File: src/rtl/pps_pkg.sv
`timescale 1ns/1ps
package pps_pkg;
  // synchronizer depth ahead of the edge detector
  localparam int SYNC_DEPTH = 2;
  // residual error accepted as good, in fast cycles
  localparam int GOOD_TOL = 1;
  // consecutive good seconds needed for lock
  localparam int LOCK_RUN = 2;

  typedef struct packed {
    logic ref_rise;
    logic gps_rise;
  } edge_ev_t;
endpackage

File: src/rtl/pps_sync.sv
`timescale 1ns/1ps
module pps_sync #(
  parameter int NBITS = 2
) (
  input  logic             clk,
  input  logic             rst_n,
  input  logic [NBITS-1:0] async_in,
  output logic [NBITS-1:0] rise
);
  import pps_pkg::*;

  for (genvar b = 0; b < NBITS; b++) begin : g_bit
    logic [SYNC_DEPTH-1:0] chain_q;
    logic [SYNC_DEPTH-1:0] chain_n;
    logic                  prev_q;

    always_comb begin
      chain_n = {chain_q[SYNC_DEPTH-2:0], async_in[b]};
    end

    always_ff @(posedge clk or negedge rst_n) begin
      if (!rst_n) begin
        chain_q <= '0;
        prev_q  <= 1'b0;
      end else begin
        chain_q <= chain_n;
        prev_q  <= chain_q[SYNC_DEPTH-1];
      end
    end

    assign rise[b] = chain_q[SYNC_DEPTH-1] & ~prev_q;

    // every synchronized edge is a single-cycle event
    p_single_tick_r3: assert property (@(posedge clk) disable iff (!rst_n)
      rise[b] |=> !rise[b]);
  end
endmodule

File: src/rtl/pps_coarse_div.sv
`timescale 1ns/1ps
module pps_coarse_div #(
  parameter int REF_PER_SEC = 10_000_000
) (
  input  logic clk,
  input  logic rst_n,
  input  logic ref_tick,
  input  logic gps_tick,
  output logic coarse_edge,
  output logic aligned
);
  localparam int CW = $clog2(REF_PER_SEC);
  localparam logic [CW-1:0] CNT_LAST = CW'(REF_PER_SEC - 1);
  localparam logic [CW-1:0] CNT_LOAD = CW'(1);

  logic [CW-1:0] cnt_q, cnt_n;
  logic          pend_q, pend_n;
  logic          algn_q, algn_n;
  logic          load;

  always_comb begin
    // re-phase on the first reference edge strictly after a GPS edge
    load        = pend_q & ref_tick;
    coarse_edge = algn_q & ref_tick & ~load & (cnt_q == CNT_LAST);
    pend_n      = pend_q;
    if (load)     pend_n = 1'b0;
    if (gps_tick) pend_n = 1'b1;
    algn_n = algn_q | load;
    cnt_n  = cnt_q;
    if (load)
      cnt_n = CNT_LOAD;
    else if (algn_q && ref_tick)
      cnt_n = (cnt_q == CNT_LAST) ? '0 : cnt_q + CW'(1);
  end

  always_ff @(posedge clk or negedge rst_n) begin
    if (!rst_n) begin
      cnt_q  <= '0;
      pend_q <= 1'b0;
      algn_q <= 1'b0;
    end else begin
      cnt_q  <= cnt_n;
      pend_q <= pend_n;
      algn_q <= algn_n;
    end
  end

  assign aligned = algn_q;

  // divider count stays inside one second
  p_cnt_range_r4: assert property (@(posedge clk) disable iff (!rst_n)
    cnt_q <= CNT_LAST);
  // divider only re-phases after a GPS edge was seen
  p_load_follows_gps_r2: assert property (@(posedge clk) disable iff (!rst_n)
    $rose(algn_q) |-> $past(pend_q));
endmodule

File: src/rtl/pps_fine_meas.sv
`timescale 1ns/1ps
module pps_fine_meas #(
  parameter int FINE_MAX = 114
) (
  input  logic                              clk,
  input  logic                              rst_n,
  input  logic                              coarse_edge,
  input  logic                              gps_tick,
  output logic [$clog2(FINE_MAX+1)-1:0]     fine_dly,
  output logic                              locked
);
  import pps_pkg::*;

  localparam int FW = $clog2(FINE_MAX + 1);
  localparam int MW = $clog2(FINE_MAX + 2);
  localparam logic [MW-1:0] MEAS_TOP = MW'(FINE_MAX);

  logic          win_q, win_n;
  logic [MW-1:0] meas_q, meas_n;
  logic [FW-1:0] fine_q, fine_n;
  logic [1:0]    run_q, run_n;
  logic          lock_q, lock_n;
  logic          capture, miss, good, bad;
  logic [FW-1:0] err_now;
  int            diff;

  always_comb begin
    capture = gps_tick & (win_q | coarse_edge);
    err_now = coarse_edge ? '0 : meas_q[FW-1:0];
    miss    = win_q & ~gps_tick & (meas_q == MEAS_TOP);
    diff    = int'(err_now) - int'(fine_q);
    good    = capture && (diff >= -GOOD_TOL) && (diff <= GOOD_TOL);
    bad     = miss || (capture && !good);

    win_n = win_q;
    if (coarse_edge && !gps_tick) win_n = 1'b1;
    else if (capture || miss)     win_n = 1'b0;

    meas_n = meas_q;
    if (coarse_edge)  meas_n = MW'(1);
    else if (win_q)   meas_n = meas_q + MW'(1);

    fine_n = capture ? err_now : fine_q;

    run_n  = run_q;
    lock_n = lock_q;
    if (bad) begin
      run_n  = '0;
      lock_n = 1'b0;
    end else if (good) begin
      run_n  = (int'(run_q) >= LOCK_RUN) ? run_q : run_q + 2'd1;
      lock_n = (int'(run_q) + 1 >= LOCK_RUN);
    end
  end

  always_ff @(posedge clk or negedge rst_n) begin
    if (!rst_n) begin
      win_q  <= 1'b0;
      meas_q <= '0;
      fine_q <= '0;
      run_q  <= '0;
      lock_q <= 1'b0;
    end else begin
      win_q  <= win_n;
      meas_q <= meas_n;
      fine_q <= fine_n;
      run_q  <= run_n;
      lock_q <= lock_n;
    end
  end

  assign fine_dly = fine_q;
  assign locked   = lock_q;

  // applied delay never exceeds the covered range
  p_fine_range_r3: assert property (@(posedge clk) disable iff (!rst_n)
    int'(fine_q) <= FINE_MAX);
  // lock only rises right after a good measurement
  p_lock_after_good_r6: assert property (@(posedge clk) disable iff (!rst_n)
    $rose(lock_q) |-> $past(good));
  // a window that expires without a GPS edge clears lock
  p_miss_unlocks_r7: assert property (@(posedge clk) disable iff (!rst_n)
    miss |=> !lock_q);
endmodule

File: src/rtl/pps_shaper.sv
`timescale 1ns/1ps
module pps_shaper #(
  parameter int FINE_MAX  = 114,
  parameter int WIDTH_REF = 4000
) (
  input  logic                          clk,
  input  logic                          rst_n,
  input  logic                          coarse_edge,
  input  logic [$clog2(FINE_MAX+1)-1:0] fine_dly,
  input  logic                          ref_tick,
  output logic                          pulse
);
  localparam int FW = $clog2(FINE_MAX + 1);
  localparam int WW = $clog2(WIDTH_REF);
  localparam logic [WW-1:0] W_LAST = WW'(WIDTH_REF - 1);

  logic [FW-1:0] dcnt_q, dcnt_n;
  logic          dact_q, dact_n;
  logic [WW-1:0] wcnt_q, wcnt_n;
  logic          pulse_q, pulse_n;
  logic          start, w_end;

  always_comb begin
    start = (coarse_edge && (fine_dly == '0)) ||
            (dact_q && (dcnt_q == FW'(1)));
    dact_n = dact_q;
    if (coarse_edge && (fine_dly != '0)) dact_n = 1'b1;
    else if (start)                      dact_n = 1'b0;
    dcnt_n = dcnt_q;
    if (coarse_edge)  dcnt_n = fine_dly;
    else if (dact_q)  dcnt_n = dcnt_q - FW'(1);

    w_end   = pulse_q & ref_tick & (wcnt_q == W_LAST);
    pulse_n = pulse_q;
    wcnt_n  = wcnt_q;
    if (start) begin
      pulse_n = 1'b1;
      wcnt_n  = '0;
    end else if (pulse_q && ref_tick) begin
      wcnt_n = wcnt_q + WW'(1);
      if (w_end) pulse_n = 1'b0;
    end
  end

  always_ff @(posedge clk or negedge rst_n) begin
    if (!rst_n) begin
      dcnt_q  <= '0;
      dact_q  <= 1'b0;
      wcnt_q  <= '0;
      pulse_q <= 1'b0;
    end else begin
      dcnt_q  <= dcnt_n;
      dact_q  <= dact_n;
      wcnt_q  <= wcnt_n;
      pulse_q <= pulse_n;
    end
  end

  assign pulse = pulse_q;

  // width counter bounded while the pulse is high
  p_width_bound_r5: assert property (@(posedge clk) disable iff (!rst_n)
    pulse_q |-> (wcnt_q <= W_LAST));
  // the pulse only ends on a reference edge
  p_fall_on_ref_r5: assert property (@(posedge clk) disable iff (!rst_n)
    $fell(pulse_q) |-> $past(ref_tick));
endmodule

File: src/rtl/pps_gps_align.sv
`timescale 1ns/1ps
module pps_gps_align #(
  parameter int REF_PER_SEC = 10_000_000,
  parameter int FINE_MAX    = 114,
  parameter int WIDTH_REF   = 4000
) (
  input  logic clk,
  input  logic rst_n,
  input  logic ref_in,
  input  logic gps_in,
  output logic pps_out,
  output logic locked
);
  import pps_pkg::*;

  localparam int FW = $clog2(FINE_MAX + 1);

  logic          rs1_q, rs2_q;
  logic          rst_sync_n;
  logic [1:0]    rise_vec;
  edge_ev_t      ev;
  logic          coarse_edge, aligned;
  logic [FW-1:0] fine_dly;

  // asynchronous assertion, synchronous release
  always_ff @(posedge clk or negedge rst_n) begin
    if (!rst_n) begin
      rs1_q <= 1'b0;
      rs2_q <= 1'b0;
    end else begin
      rs1_q <= 1'b1;
      rs2_q <= rs1_q;
    end
  end
  assign rst_sync_n = rs2_q;

  pps_sync #(.NBITS(2)) u_sync (
    .clk      (clk),
    .rst_n    (rst_sync_n),
    .async_in ({ref_in, gps_in}),
    .rise     (rise_vec)
  );
  assign ev = edge_ev_t'(rise_vec);

  pps_coarse_div #(.REF_PER_SEC(REF_PER_SEC)) u_coarse (
    .clk         (clk),
    .rst_n       (rst_sync_n),
    .ref_tick    (ev.ref_rise),
    .gps_tick    (ev.gps_rise),
    .coarse_edge (coarse_edge),
    .aligned     (aligned)
  );

  pps_fine_meas #(.FINE_MAX(FINE_MAX)) u_meas (
    .clk         (clk),
    .rst_n       (rst_sync_n),
    .coarse_edge (coarse_edge),
    .gps_tick    (ev.gps_rise),
    .fine_dly    (fine_dly),
    .locked      (locked)
  );

  pps_shaper #(.FINE_MAX(FINE_MAX), .WIDTH_REF(WIDTH_REF)) u_shape (
    .clk         (clk),
    .rst_n       (rst_sync_n),
    .coarse_edge (coarse_edge),
    .fine_dly    (fine_dly),
    .ref_tick    (ev.ref_rise),
    .pulse       (pps_out)
  );

  // nothing leaves the block before the divider is phased
  p_quiet_until_phased_r1: assert property (@(posedge clk) disable iff (!rst_sync_n)
    !aligned |-> !pps_out);
  // lock implies the divider has been phased
  p_lock_needs_phase_r6: assert property (@(posedge clk) disable iff (!rst_sync_n)
    locked |-> aligned);
endmodule

File: config.mk
export PLATFORM = sky130hd
export DESIGN_NAME = pps_gps_align
export DESIGN_NICKNAME = d
export VERILOG_FILES = /design/src/rtl/pps_pkg.sv /design/src/rtl/pps_sync.sv /design/src/rtl/pps_coarse_div.sv /design/src/rtl/pps_fine_meas.sv /design/src/rtl/pps_shaper.sv /design/src/rtl/pps_gps_align.sv
export SDC_FILE = /design/constraint.sdc
export NUM_CORES = 1
export LEC_CHECK = 0
export BUFFER_PORTS_ARGS = -buffer_cell sky130_fd_sc_hd__buf_2
export CORE_ASPECT_RATIO = 0.75
export CORE_MARGIN = 3
export CORE_UTILIZATION = 55
export DETAILED_ROUTE_END_ITERATION = 10
export HOLD_SLACK_MARGIN = 0.1
export PLACE_DENSITY = 0.72
export SKIP_LAST_GASP = 1
export SYNTH_ARGS = -nofsm -noshare
export SYNTH_HDL_FRONTEND = slang
export SYNTH_HIERARCHICAL = 1
export SYNTH_SLANG_ARGS = --single-unit
File: constraint.sdc
create_clock -name clk -period 2.4 [get_ports clk]
set_clock_uncertainty 0.15 [all_clocks]
set_input_delay 0.24 -clock clk [delete_from_list [all_inputs] [get_ports clk]]
set_output_delay 0.24 -clock clk [all_outputs]
set_load 0.02 [all_outputs]
### Word level (Yosys, flattened, before mapping)

Index checks and enable logic that the tools add are counted.

| cells by class | value |
|---|---|
| add/subtract/negate cells | 7 |
| magnitude comparators | 4 |
| eq/ne operators | 5 |
| multiplexer cells | 24 |
| bitwise operators | 17 |
| reductions and logical operators | 27 |

Operator list:

| operator | count |
|---|---|
| 24-bit two-way mux | 3 |
| 7-bit two-way mux | 5 |
| 32-bit by 1-bit >= comparator with 1-bit output, second input constant | 1 |
| 32-bit by 3-bit >= comparator with 1-bit output, second input constant | 1 |
| 32-bit by 2-bit less-or-equal comparator with 1-bit output, second input constant | 1 |
| 24-bit by 1-bit adder with 24-bit output, second input constant | 1 |
| 24-bit == test, second input constant | 1 |
| 12-bit two-way mux | 2 |
| 2-bit nonzero test | 9 |
| 12-bit by 1-bit adder with 12-bit output, second input constant | 1 |
| 12-bit == test, second input constant | 1 |
| 1-bit AND | 11 |
| 1-bit two-way mux | 11 |
| 1-bit logical AND | 9 |
| 7-bit by 7-bit subtractor with 8-bit output | 1 |
| 7-bit by 1-bit adder with 7-bit output, second input constant | 1 |
| 7-bit by 1-bit == test with 1-bit output, second input constant | 1 |
| 7-bit == test, second input constant | 1 |
| 7-bit logical NOT | 1 |
| 7-bit nonzero test | 1 |
| 7-bit by 1-bit subtractor with 7-bit output, second input constant | 1 |
| 2-bit two-way mux | 3 |
| 1-bit inverter | 4 |
| 2-bit AND reduction | 2 |
| 7 further kinds | 11 |

| storage, ports and cells | value |
|---|---|
| register bits | 73 |
| logic and storage cells | 102 |

### Logic depth before layout (Yosys ltp)

| logic depth | value |
|---|---|
| word-level depth | 16 |
| depth in mapped cells | 17 |

### Cells and area by module

The synthesis kept the hierarchy.

Modules (own cells, without submodules):

| module | instances | cells each | area an instance (µm²) | sequential area each (µm²) |
|---|---|---|---|---|
| pps_coarse_div | 1 | 163 | 1,488.9 | 650.6 |
| pps_fine_meas | 1 | 133 | 1,244.9 | 450.4 |
| pps_shaper | 1 | 114 | 1,081.0 | 525.5 |
| pps_sync | 1 | 8 | 177.7 | 150.1 |
| pps_gps_align | 1 | 3 | 53.8 | 50.0 |

### Least setup slack after synthesis

Ideal clock, no wire load.

| timing | value |
|---|---|
| kind | register to register |
| from | reg u_coarse.cnt_q[0] |
| to | reg u_meas.lock_q (netlist: u_meas/locked) |
| library setup time | 0.077 ns |
| arrival time | 3.866 ns |
| path slack | -1.693 ns |
| stages on the path, launching flop included | 18 |
| path buffers | 1 |
| period minus slack after synthesis | 4.093 ns |
| cells stage by stage | dfrtp_1 > ha_1 > nand3_1 > nor2_2 > nand3_1 > nor2_1 > clkbuf_1 > nand2b_1 > ha_1 > inv_1 > fa_1 > a211oi_1 > o21bai_1 > a21oi_1 > xor2_1 > mux2i_1 > or3_1 > a21oi_1 |

| on the way | value |
|---|---|
| word-level cells in the longest chain between the ends | 11 |
| elaborated cells between the ends (all ways) | 15 |

Ends and longest elaborated chain:

| what | line | text |
|---|---|---|
| from (decl) | pps_coarse_div.sv:16 | `logic [CW-1:0] cnt_q, cnt_n;` |
| from (signal assigned) | pps_coarse_div.sv:42 | `cnt_q <= cnt_n;` |
| 24-bit == test (*) | pps_coarse_div.sv:24 | `coarse_edge = algn_q & ref_tick & ~load & (cnt_q == CNT_LAST);` |
| 1-bit AND (*) | pps_coarse_div.sv:24 |  |
| via coarse_edge | pps_gps_align.sv:22 | `logic coarse_edge, aligned;` |
| 7-bit two-way mux | pps_fine_meas.sv:29 | `err_now = coarse_edge ? '0 : meas_q[FW-1:0];` |
| 7-bit by 7-bit subtractor with 8-bit output | pps_fine_meas.sv:31 | `diff = int'(err_now) - int'(fine_q);` |
| 32-bit by 1-bit >= comparator with 1-bit output | pps_fine_meas.sv:32 | `good = capture && (diff >= -GOOD_TOL) && (diff <= GOOD_TOL);` |
| 1-bit logical AND (2 in series) | pps_fine_meas.sv:32 |  |
| 1-bit logical NOT | pps_fine_meas.sv:33 | `bad = miss \|\| (capture && !good);` |
| 1-bit logical AND | pps_fine_meas.sv:33 |  |
| 1-bit logical OR | pps_fine_meas.sv:33 |  |
| 1-bit two-way mux / 2-bit nonzero test (equally long branches) | - |  |
| to (signal assigned) | pps_fine_meas.sv:68 | `lock_q <= lock_n;` |
| to (decl) | pps_fine_meas.sv:22 | `logic lock_q, lock_n;` |

The timed path passes the listed nets; every way through them passes the cells marked *.
A chain may end at the register's enable or synchronous reset.

### Worst setup path after layout

| timing | value |
|---|---|
| from | reg u_coarse.cnt_q[11] |
| to | reg u_meas.lock_q (netlist: u_meas/locked) |

The elaborated chain is that of the path after synthesis.

==> impl_results.md <==
* Max_cap viols at 0
* Setup Crit Path Kind: reg2reg
* Design Area, Final at 5140 um^2
* Gr ovfl total at 0
* Die Ht at 80.3 um
* Cell count after synthesis at 421
* Min-delay worst type: reg2async
* Busiest grt layer: met2
* Synth Area in Adders at 0.0575
* Synth warn at 6
* P_leak at 2.32 nW
* Final Hold Fails at 0
* EDFF count, synth at 0
* PD cells at 488 nW/um^2
* Initial DRC count at 234
* Clk sinks at 73
* Avg Vias per Cell at 5.67
* Worst slack, placed at -973 ps
* Vias in the first global route at 3296
* Final setup viols at 16
* Worst Path Required at 2520 ps
* CTS Buf Count at 9
* Worst EP arrival at 3570 ps
* Detailed Routing Iterations Pass 1 at 4
* Max FO, Critical Path at 3
* Failing checks: setup timing
* Largest family of logic cells by synthesized area: simple AND/OR/NAND/NOR gates
* Syn Area/Cell at 9.61 um^2
* Clk slew on worst S/H paths at 80 ps
* Final Util at 0.739
* Synth unique cells at 58
* Number of inserted diodes at 0
* Crit path capture type: flip-flop
* GRT Total Usage at 0.229
* Clk_lat worst skew at 340 ps
* CTS max path bufs at 2
* Max VDD drop at 0.426 mV
* Die X at 105 um
* Min cycle time layout at 3450 ps
* Total core area at 6960 um^2
* Detail Route Antenna Nets at 0
* TritonCTS clock tree: done
* First-pass GRT wire length at 15.4 mm
* Worst-Margin Slew at 713 ps
* Row cnt at 26
* Routed WL at 9.16 mm
* Setup TNS at -5240 ps
* Area after DPL at 4720 um^2
* Detailed placer's ending HPWL at 6.30 mm
* Max frequency at 290 MHz
* Seq/Total Area, Yosys at 0.451
* Synth Area in XOR/XNOR at 0.0519
* Via Count at 3466
* Wire per inst at 15.0 um
* M2 GR Usage at 0.371
* RSZ-0062 raised after global routing: yes
* Root buffer cell: clkbuf_8
* Compound-gate portion of the synthesized area at 0.144
* DRC viols at 0
* Rel. slew slack at 0.522
* Area added between synthesis and finish at 27.1%
* Post-synth ARST share at 1.00
* Mux cell area share after synthesis at 0.0291
* Run status: complete, but fails checks
* Storage cell area at 1830 um^2
* Combined area of the multi-input logic cells at 2200 um^2
* Buffers on Ports at 5
* Largest net degree at the start of global routing at 43
* Simple-Gate Fraction of Synth Area at 0.227
* FILL cells at 512
* Placer congestion estimate at 0.804
* Primary FF master, synth: dfrtp_1
* Post-synth net total at 443
* Post-synthesis register bit count at 73
* Met1 Use GR at 0.326
* Final Max Tran Viols at 0
* Cell Area, Synth at 4050 um^2
* Crit share post-route at 1.44
* Startpoint Class: flip-flop
* DIE AREA at 8430 um^2
* Starting density of the core at 0.581
* Fin nets at 530
* H-tree level count at 3
* Final WS setup at -1050 ps
* Share of cells above drive strength 1 at 0.281
* Met3 GRT Util at 0.0402
* Initial antenna violation count at 0
* Num ports at 6
[layout make-up]
class	count	area share
Inverter	23	0.0168
Timing Repair Buffer	88	0.133
Sequential cell	73	0.356
Clock inverter	7	0.0197
Tap cell	98	0.0238
Clock buffer	9	0.0241
Multi-Input combinational cell	313	0.428
[logic make-up after synthesis]
| family | count (synthesis) |
|---|---|
| XOR/XNOR | 24 |
| AND/OR/NAND/NOR | 166 |
| other | 1 |
| buffers and inverters | 36 |
| AO/OA/AOI/OAI | 92 |
| adder cells (fa/ha/maj) | 18 |
| flip-flops | 73 |
| multiplexers | 11 |
[placed cells by master (no fill, tap or decap), types with 16 or more instances in the layout]
cell     synthesis  routed
a21oi_1         23      22
a31oi_1         24      24
buf_4            2      76
dfrtp_1         73      71
inv_1           23      22
nand2_1         47      46
nor2_1          32      28
o21ai_0         23      22
xnor2_1         17      16
[Yosys cell counts, types with 5 or more instances]
library cell  count  area (um^2)
dfrtp_1          73         1830
nand2_1          47          176
nor2_1           32          120
a31oi_1          24          150
a21oi_1          23          115
inv_1            23         86.3
o21ai_0          23          115
ha_1             17          213
xnor2_1          17          149
nand3_1          16         80.1
nand4_1          11         68.8
nand2b_1          7         43.8
xor2_1            7         61.3
clkbuf_1          6         22.5
mux2_2            6         67.6
nor2b_1           6         37.5
nor3_1            6         30.0
nor4_1            6         37.5
and4_1            5         43.8
mux2i_1           5         50.1
[repair_timing]
item	CTS	global route
endpoints found under the setup margin	16	22
hold endpoints to repair	4	0
hold buffers	4	0
buffers inserted	5	6
cloned	1	0
resized for setup	8	11
pin swaps	8	15
[state kept, by name (all words and copies together), names as in the netlist, 2 cells and up]
name	count
u_sync/g_bit.prev_q	2
u_shape/dcnt_q	7
u_meas/run_q	2
u_sync/g_bit.chain_q	4
u_meas/fine_dly	7
u_coarse/cnt_q	24
u_meas/meas_q	7
u_shape/wcnt_q	12
[routing by layer]
| layer | share of wire | vias up |
|---|---|---|
| met5 | 0 | - |
| met3 | 0.049 | 7 |
| met2 | 0.45 | 97 |
| met4 | 0.0052 | 0 |
| met1 | 0.50 | 1665 |
| li1 | - | 1697 |
[through the flow]
| step | cells | hold WS [ps] | total power [mW] |
|---|---|---|---|
| 4_1_cts | 606 | 186 | 2.54 |
| 2_1_floorplan | 421 | -206 | 1.37 |
| 3_5_place_dp | 580 | -123 | 1.44 |
| 5_1_grt | 611 | 202 | 2.61 |
| 6_report | 611 | 155 | 2.51 |
| 3_3_place_gp | 580 | -126 | 1.43 |
[worst max-delay path: stages, from the launching register on]
cell and delay (ps):
dfrtp_2 410, nor4bb_1 250, and4_1 260, nand3_2 110
nor2_4 140, nand2b_4 150, ha_4 130, inv_2 30
fa_2 360, a211oi_2 280, nor2_1 90, xnor2_1 240
and4_1 240, mux2i_2 90, or3_1 330, a21oi_1 120
[worst paths after layout]
kind,startpoint,end,slack (ps),depth (start not counted)
worst max-delay path,u_coarse/cnt_q[11],u_meas/locked,-1050,15
worst min-delay path,rs2_q,u_meas/meas_q[5],150,1
worst max register to register,u_coarse/cnt_q[11],u_meas/locked,-1050,15
worst min register to register,rs2_q,u_meas/meas_q[5],150,1
max in group asynchronous,rst_n,rs2_q,1350,3
min in group clk,u_sync/g_bit[1].chain_q[0],u_sync/g_bit[1].chain_q[1],210,0
[power by group]
group          total [mW]  internal [mW]  switching [mW]
logic               0.156         0.0647          0.0917
clock network        1.09          0.596           0.491
registers            1.27           1.25          0.0141
total                2.51           1.91           0.596
Note: power is estimated with default switching activity, not from simulation.
